<file path="src/rtl/fp_status_ctl.sv">
module fp_status_ctl #(
  parameter int          W         = 32,
  parameter int          NEXC      = 5,
  parameter int          FLAG_LSB  = 2,
  parameter int          EN_LSB    = 7,
  parameter int          CAUSE_LSB = 12,
  parameter int          DN_BIT    = 18,
  parameter int          VW        = 12,
  parameter logic [W-1:0]  WMASK   = 32'h0005_FFFF,
  parameter logic [VW-1:0] VEC     = 12'h120
) (
  input  logic          clk,
  input  logic          rst_n,
  input  logic          ld_en,
  input  logic [W-1:0]  ld_data,
  input  logic          op_done,
  input  logic [NEXC-1:0] op_exc,
  output logic [W-1:0]  status,
  output logic          round_zero,
  output logic          flush_denorm,
  output logic          trap_req,
  output logic [VW-1:0] trap_code
);

  localparam logic [1:0] RM_ZERO = 2'b01;

  logic [W-1:0]    st_q;
  logic            trap_q;
  logic [NEXC-1:0] en_f, cause_f, cause_nx;
  logic            hit;

  assign en_f     = st_q[EN_LSB +: NEXC];
  assign cause_f  = st_q[CAUSE_LSB +: NEXC];
  assign cause_nx = cause_f | op_exc;
  assign hit      = (|op_exc) && (|(cause_nx & en_f));

  always_ff @(posedge clk) begin
    if (!rst_n) begin
      st_q   <= '0;
      trap_q <= 1'b0;
    end else begin
      trap_q <= 1'b0;
      if (ld_en) begin
        st_q <= ld_data & WMASK;
      end else if (op_done) begin
        st_q[FLAG_LSB +: NEXC]  <= op_exc;
        st_q[CAUSE_LSB +: NEXC] <= cause_nx;
        trap_q                  <= hit;
      end
    end
  end

  assign status       = st_q;
  assign round_zero   = (st_q[1:0] == RM_ZERO);
  assign flush_denorm = st_q[DN_BIT];
  assign trap_req     = trap_q;
  assign trap_code    = trap_q ? VEC : '0;


  unwritable_zero_chk: assert property (@(posedge clk) disable iff (!rst_n)
    (status & ~WMASK) == '0);


  load_lands_chk: assert property (@(posedge clk) disable iff (!rst_n)
    ld_en |=> status == ($past(ld_data) & WMASK));


  cause_sticky_chk: assert property (@(posedge clk) disable iff (!rst_n)
    (op_done && !ld_en) |=>
      ((status[CAUSE_LSB +: NEXC] & $past(status[CAUSE_LSB +: NEXC]))
        == $past(status[CAUSE_LSB +: NEXC])));


  quiet_op_chk: assert property (@(posedge clk) disable iff (!rst_n)
    (op_done && !ld_en && op_exc == '0) |=>
      (status[FLAG_LSB +: NEXC] == '0) && !trap_req &&
      $stable(status[W-1:FLAG_LSB+NEXC]) && $stable(status[FLAG_LSB-1:0]));


  trap_source_chk: assert property (@(posedge clk) disable iff (!rst_n)
    $rose(trap_req) |-> $past(op_done && !ld_en && op_exc != '0));


  load_blocks_trap_chk: assert property (@(posedge clk) disable iff (!rst_n)
    ld_en |=> !trap_req);


  code_with_req_chk: assert property (@(posedge clk) disable iff (!rst_n)
    (trap_code != '0) == trap_req);

endmodule

</file>
<file path="config.mk">
export PLATFORM = sky130hd
export DESIGN_NAME = fp_status_ctl
export DESIGN_NICKNAME = d
export VERILOG_FILES = /design/src/rtl/fp_status_ctl.sv
export SDC_FILE = /design/constraint.sdc
export NUM_CORES = 1
export LEC_CHECK = 0
export ABC_CLOCK_PERIOD_IN_PS = 1200
export CORE_MARGIN = 1
export CORE_UTILIZATION = 31
export DETAILED_ROUTE_END_ITERATION = 16
export GPL_ROUTABILITY_DRIVEN = 0
export PLACE_DENSITY = 0.8
export SETUP_SLACK_MARGIN = 0.3
export SLEW_MARGIN = 20
export SYNTH_ARGS = -nofsm -noshare
export SYNTH_HDL_FRONTEND = slang
export SYNTH_SLANG_ARGS = --single-unit
</file>
<file path="constraint.sdc">
create_clock -name clk -period 1.2 [get_ports clk]
set_input_delay 0.12 -clock clk [delete_from_list [all_inputs] [get_ports clk]]
set_output_delay 0.12 -clock clk [all_outputs]
set_load 0.01 [all_outputs]
</file>
=== Word-level counts from Yosys, hierarchy flattened ===
Index checks and enable logic that the tools add are counted.
Widths: inputs -> output; s select.

* Logic and storage cells: 18
* Bits in registers: 19
* Input bits: 41

* Eq/ne operators: 1
* Reductions and logical operators: 5
* Mux-type cells: 5
* Bitwise operators: 4

{| class="wikitable"
|+ Operators by type and width
! cell !! count
|-
| $mux 5 || 4
|-
| $reduce_or 5->1 || 2
|-
| $mux 9 || 1
|-
| $and 5x5->5 || 1
|-
| $or 5x5->5 || 1
|-
| $reduce_or 3->1 || 1
|-
| $eq 2x1->1 const B || 1
|-
| $not 1->1 || 2
|-
| $reduce_bool 2->1 || 1
|-
| $logic_and 1x1->1 || 1
|}

=== Logic depth before layout (Yosys ltp) ===
Gate-level depths: netlist of run 1.

* Depth in word-level cells: 4
* Mapped depth: 5
* Depth with buffers taken out: 3

=== Least setup slack after synthesis of run 1 ===
Ideal clock, no wire load.

* Path kind: input-to-reg
* Start: input port op_exc[0]
* End: register trap_q, in the netlist trap_req
* Stages: 3
* Buffers on the path: 0
* Path slack: 236 ps
* Data arrival time: 843 ps
* Path through: or4_1 > o2111ai_1 > a21oi_1

* Word-level cells in the longest chain between the ends: 4

{| class="wikitable"
|+ RTL lines
! what !! RTL line !! RTL
|-
| start, declared || 17 || <nowiki>input logic [NEXC-1:0] op_exc,</nowiki>
|-
| $or 5x5->5 || 34 || <nowiki>assign cause_nx = cause_f | op_exc;</nowiki>
|-
| $and 5x5->5 || 35 || <nowiki>assign hit = (|op_exc) && (|(cause_nx & en_f));</nowiki>
|-
| $reduce_or 5->1 || 35 ||
|-
| $logic_and 1x1->1 (*) || 35 ||
|-
| end signal, assigned || 48 || <nowiki>trap_q <= hit;</nowiki>
|-
| end, declared || 28 || <nowiki>logic trap_q;</nowiki>
|}

Mark *: on every way between the ends. The rest lies on a longest branch, timed or not.
A chain may end at the register's enable or synchronous reset.

=== Final worst setup path of run 1 ===
* Start: register trap_q, in the netlist trap_req
* End: output port trap_code[5]

* Word-level cells in the longest chain between the ends: 1

{| class="wikitable"
|+ RTL lines
! what !! RTL line !! RTL
|-
| $mux 9 || 57 || <nowiki>assign trap_code = trap_q ? VEC : '0;</nowiki>
|-
| end, declared || 22 || <nowiki>output logic [VW-1:0] trap_code</nowiki>
|}

Every way passes these cells.

==> results of run 1 <==
cell type report:
| cell class | count | area [um^2] |
|---|---|---|
| Clock inverter | 1 | 5.00 |
| Timing Repair Buffer | 71 | 712 |
| Sequential cell | 19 | 409 |
| Multi-Input combinational cell | 80 | 472 |
| Clock buffer | 3 | 22.5 |
| Tap cell | 44 | 55.1 |
| Inverter | 1 | 3.75 |
| Fill cell | 297 | 1350 |
where the power goes:
group	internal, mW	switching, mW	total [mW]
Clock	0.124	0.203	0.327
Sequential	0.680	0.0373	0.717
Combinational	0.265	0.175	0.440
worst max-delay path: stages, from the launching register on:
cell	delay, ps
dfxtp_4	380
buf_6	110
buf_6	110
flip-flops by register name, summed over array words and instances, names as in the netlist:
| name | flops |
|---|---|
| trap_req | 1 |
| status | 18 |
metrics by stage:
step,hold slack (ps),total power [mW]
after floorplan,283,0.933
after global placement,514,1.10
after detailed placement,532,1.11
after CTS,334,1.43
after global routing,323,1.57
final,313,1.48
cell families after synthesis:
| logic type | share of synthesized area [%] |
|---|---|
| other cells | 0.381 |
| mux | 13.2 |
| simple gates | 7.37 |
| flops | 38.6 |
| compound gates | 16.6 |
| buf+inv | 23.8 |
per-layer routing:
| metal | GRT usage, % | part of all wire (%) |
|---|---|---|
| met4 | 4.08 | 0.40 |
| met5 | 0 | 0 |
| met3 | 2.86 | 6.8 |
| met1 | 18.5 | 43 |
| met2 | 25.5 | 50 |
layout by cell type, fill, tap and decap left out, types with 2 or more instances in the layout:
| cell | count |
|---|---|
| buf_6 | 27 |
| clkdlybuf4s15_1 | 2 |
| dfxtp_4 | 2 |
| dfxtp_2 | 17 |
| nor2b_1 | 8 |
| a21oi_1 | 16 |
| buf_4 | 17 |
| mux2i_1 | 13 |
| conb_1 | 24 |
| o21ai_0 | 9 |
| dlygate4sd2_1 | 2 |
| o21ai_1 | 4 |
| clkdlybuf4s50_1 | 21 |
| clkbuf_4 | 3 |
| o21ai_2 | 2 |
what timing repair did:
action	CTS	global route
resized for setup	123	33
endpoints found under the setup margin	24	36
hold buffers	0	0
setup buffers	8	3
pin swaps	5	2
cell usage after synthesis:
master / number / area (um^2)
or4_1: 1 / 7.51
o21ai_1: 1 / 5.00
buf_4: 27 / 203
inv_1: 1 / 3.75
a21oi_1: 16 / 80.1
o2111ai_1: 1 / 8.76
and4_1: 1 / 8.76
conb_1: 1 / 3.75
mux2i_1: 13 / 130
clkbuf_1: 2 / 7.51
buf_2: 4 / 20.0
nor2b_1: 9 / 56.3
dfxtp_1: 19 / 380
o21ai_0: 14 / 70.1
how the worst max path moves through the flow:
stage,depth (start not counted),end,startpoint,slack (ps)
finish,2,trap_code[5],trap_req,190
global route,2,round_zero,status[0],120
floorplan,3,trap_req,op_exc[0],240
detailed placement,4,trap_req,op_exc[3],-250
global placement,4,trap_req,op_exc[3],-240
CTS,2,round_zero,status[0],150
==> flow_summary.json, run 1 <==
{
  "fmax_mhz": 988,
  "nets": 217,
  "numCtsBuffers": 3,
  "drt_first_pass_iters": 4,
  "die_area_mm2": 0.00341,
  "crit_type": "flip-flop to output port",
  "yosysWarnings": 0,
  "min_to": "status[12]",
  "antenna_found_initial": 0,
  "clock_sinks": 19,
  "rsz0062_at_grt": "true",
  "ys_types": 14,
  "wl_per_cell_um": 11.3,
  "hold_viol_final": 0,
  "drc": 0,
  "placed_area_mm2": 0.00148,
  "timing.final.crit_share_pct": 84.3,
  "drive_gt1_share_pct": 40.6,
  "chipHeight_um": 58.4,
  "r2r_start": "status[10]",
  "worst_hold_path.num_cells": 4,
  "finClkSkew_ps": 4.23,
  "setup_ws_ps": 188,
  "grt_pass1_vias": 842,
  "grt_max_degree": 13,
  "utilization_pct": 55.5,
  "status": "finished, final reports clean",
  "required_ps": 1080,
  "ioPinCount": 88,
  "insertion_delay_ps": 290,
  "critPathCaptureType": "output port",
  "grt_overflow": 0,
  "grt.total_usage_pct": 14.7,
  "syn-instance-count": 110,
  "finalSetupViolCount": 0,
  "synth-seq-area-share_pct": 38.6,
  "hp-start": "ld_en",
  "syn_avg_cell_area_um2": 8.95,
  "row_count": 20,
  "vias": 919,
  "final_antenna_net_count": 0,
  "path_clk_slew_ps": 110,
  "clk_path_buf_depth": 2,
  "hold_class": "input port to flip-flop",
  "r2r_cells": 4,
  "fin_crit_ps": 1010,
  "wirelength_um": 2470,
  "power_density_mw_per_mm2": 884,
  "cts_root_buf": "clkbuf_4",
  "first_iter_violations": 7,
  "io_buffers": 49,
  "core_mm2": 0.00303,
  "worstPathArrival_ps": 890,
  "cts-htree-levels": 1,
  "layout.cells.non_filler": 219,
  "syn_area_um2": 985,
  "startpoint_type": "flip-flop",
  "hpwlAfterDp_um": 1870,
  "start_util_pct": 32.5,
  "r2r_slack_ps": 290,
  "die_x_um": 58.4,
  "antenna_cells": 0,
  "drv_cap": 0,
  "ys_ff_latch": 19,
  "finalSetupTns_ps": 0,
  "critPathMaxFanout": 3,
  "dp.cells": 204,
  "layout-area-overhead-vs-synth_pct": 70.5,
  "cts_tree": "done",
  "ir_drop_mv": 0.490,
  "grt_pass1_wl_um": 3780,
  "reg2reg_to": "trap_req",
  "viasPerCell": 4.20,
  "dp_slack_ps": -247,
  "drv_slew": 0,
  "finish.instance_area_mm2": 0.00168,
  "leakagePower_nw": 0.778
}
Power figures use the tool's default switching activity.
==> inputs of run 2 (changes only) <==
- ABC_CLOCK_PERIOD_IN_PS: 1200 -> 860
- CORE_UTILIZATION: 31 -> 28
- PLACE_DENSITY: 0.8 -> 0.76
- clock period: 1.2 -> 0.86 ns (I/O delays scaled with it)
==> run 2 against run 1 <==
Net effect: the run now ends with negative setup slack left; non-clock buffer count is 2 lower; via count decreased by 3.3%; wire length hardly changed; critical path depth unchanged; combinational power grew 54%; sequential share of layout area shrank 1.3 points; first-iteration DRC count is 14% higher; die area increased by 10%; critical endpoint is now round_zero.
==> flow_summary.json, run 2 (same netlist as run 1, synthesis figures left out) <==
{
  "hold_class": "input port to flip-flop",
  "drv_cap": 0,
  "violations": "negative setup slack",
  "antenna_cells": 0,
  "setup_ws_ps": -102,
  "startpoint_type": "flip-flop",
  "rsz0062_at_grt": "true",
  "drt_first_pass_iters": 3,
  "cp_slowest_cell": "dfxtp_2",
  "cts-htree-levels": 1,
  "ir_drop_mv": 0.531,
  "hold_viol_final": 0,
  "chipHeight_um": 61.3,
  "critPathCaptureType": "output port",
  "grt_pass1_vias": 789,
  "holdBufCountCts": 0,
  "leakagePower_nw": 0.799,
  "hpwlAfterDp_um": 1770,
  "grt_overflow": 0,
  "io_buffers": 49,
  "die_area_mm2": 0.00376,
  "dp.cells": 210,
  "drv_slew": 0,
  "max_stage_delay_ps": 350,
  "crit_chain": "nor2b_4 -> buf_6",
  "mostFrequentLayoutCells": "buf_6 (32), conb_1 (24), clkdlybuf4s50_1 (18)",
  "finClkSkew_ps": 10.9,
  "numCtsBuffers": 3,
  "worstPathArrival_ps": 880,
  "antenna_found_initial": 0,
  "final_common_cell": "buf_6",
  "start_util_pct": 29.3,
  "nets": 215,
  "row_count": 21,
  "grt_max_degree": 22,
  "grt_pass1_wl_um": 3690,
  "required_ps": 770,
  "clock_sinks": 19,
  "first_iter_violations": 8,
  "drc": 0,
  "ioPinCount": 88,
  "cts_root_buf": "clkbuf_4",
  "largest_reg_flops": 18,
  "cts_tree": "done",
  "status": "finished with violations",
  "crit_type": "flip-flop to output port",
  "fmax_mhz": 1040,
  "clk_path_buf_depth": 2,
  "path_clk_slew_ps": 120,
  "core_mm2": 0.00336,
  "vias": 889,
  "power_density_mw_per_mm2": 1210,
  "drive_gt1_share_pct": 43.9,
  "fin_crit_ps": 962,
  "layout.cells.non_filler": 219,
  "wirelength_um": 2470,
  "grt.total_usage_pct": 13.6,
  "final_antenna_net_count": 0,
  "critPathMaxFanout": 3,
  "viasPerCell": 4.06,
  "finalSetupViolCount": 9,
  "wl_per_cell_um": 11.3,
  "placed_area_mm2": 0.00156,
  "finish.instance_area_mm2": 0.00177,
  "total_power_mw": 2.14,
  "die_x_um": 61.3,
  "insertion_delay_ps": 300,
  "layout-area-overhead-vs-synth_pct": 80.1,
  "timing.final.crit_share_pct": 112
}
==> run 2: changes by cell type in the layout (fill, tap and decap cells not counted), sizes merged <==
cell	delta
clkdlybuf4s15	+2
buf	-4
dlymetal6s2s	-1
clkinv	-1
clkdlybuf4s50	-3
clkbuf	+1
dlygate4sd2	+2
bufbuf	+2
==> run 2: per-layer routing <==
layer	vias up	GRT usage, %	wire, um
met3	0	2.73	150
met5	-	0	0
met1	392	17.9	1150
met2	41	22.5	1180
met4	0	3.90	0
li1	456	-	-
==> run 2: power by group <==
group | total (mW) | internal [mW] | switching (mW)
clock network | 0.461 | 0.181 | 0.280
logic | 0.677 | 0.417 | 0.261
registers | 1.00 | 0.949 | 0.0550
==> run 2: worst paths after layout <==
kind	startpoint	end	slack, ps	cells after the start
setup / recovery	status[0]	round_zero	-100	2
hold / removal	op_exc[1]	status[13]	280	4
setup reg to reg	status[15]	trap_req	-60	4
hold reg to reg	status[14]	status[14]	530	2
==> run 2: layout make-up <==
cell class,count,area (um^2)
fill,337,1590
timing repair buffer,69,773
multi-input combinational,80,498
sequential,19,409
tap,46,57.6
clock buffer,4,26.3
inverter,1,8.76
==> run 2: per-stage QoR <==
step	hold slack (ps)	setup TNS (ps)	setup slack, ps	util (%)
final	277	-344	-102	52.7
after global routing	293	-1030	-157	52.7
after CTS	246	-451	-117	51.5
after detailed placement	510	-7400	-592	46.4
after global placement	501	-7120	-534	46.4
after floorplan	247	-70.4	-70.4	-
==> run 2: what timing repair did <==
| action | in CTS | in global routing |
|---|---|---|
| setup buffers | 1 | 1 |
| pin swaps | 12 | 2 |
| endpoints found under the setup margin | 42 | 42 |
| gates cloned | 3 | 0 |
| resized for setup | 145 | 8 |
==> run 2: critical path, delay by kind of cell, from the launching register on <==
| kind | cells | cell delay (ps) |
|---|---|---|
| and+or+nand+nor | 1 | 140 |
| DFF | 1 | 350 |
| buffers and inverters | 1 | 100 |
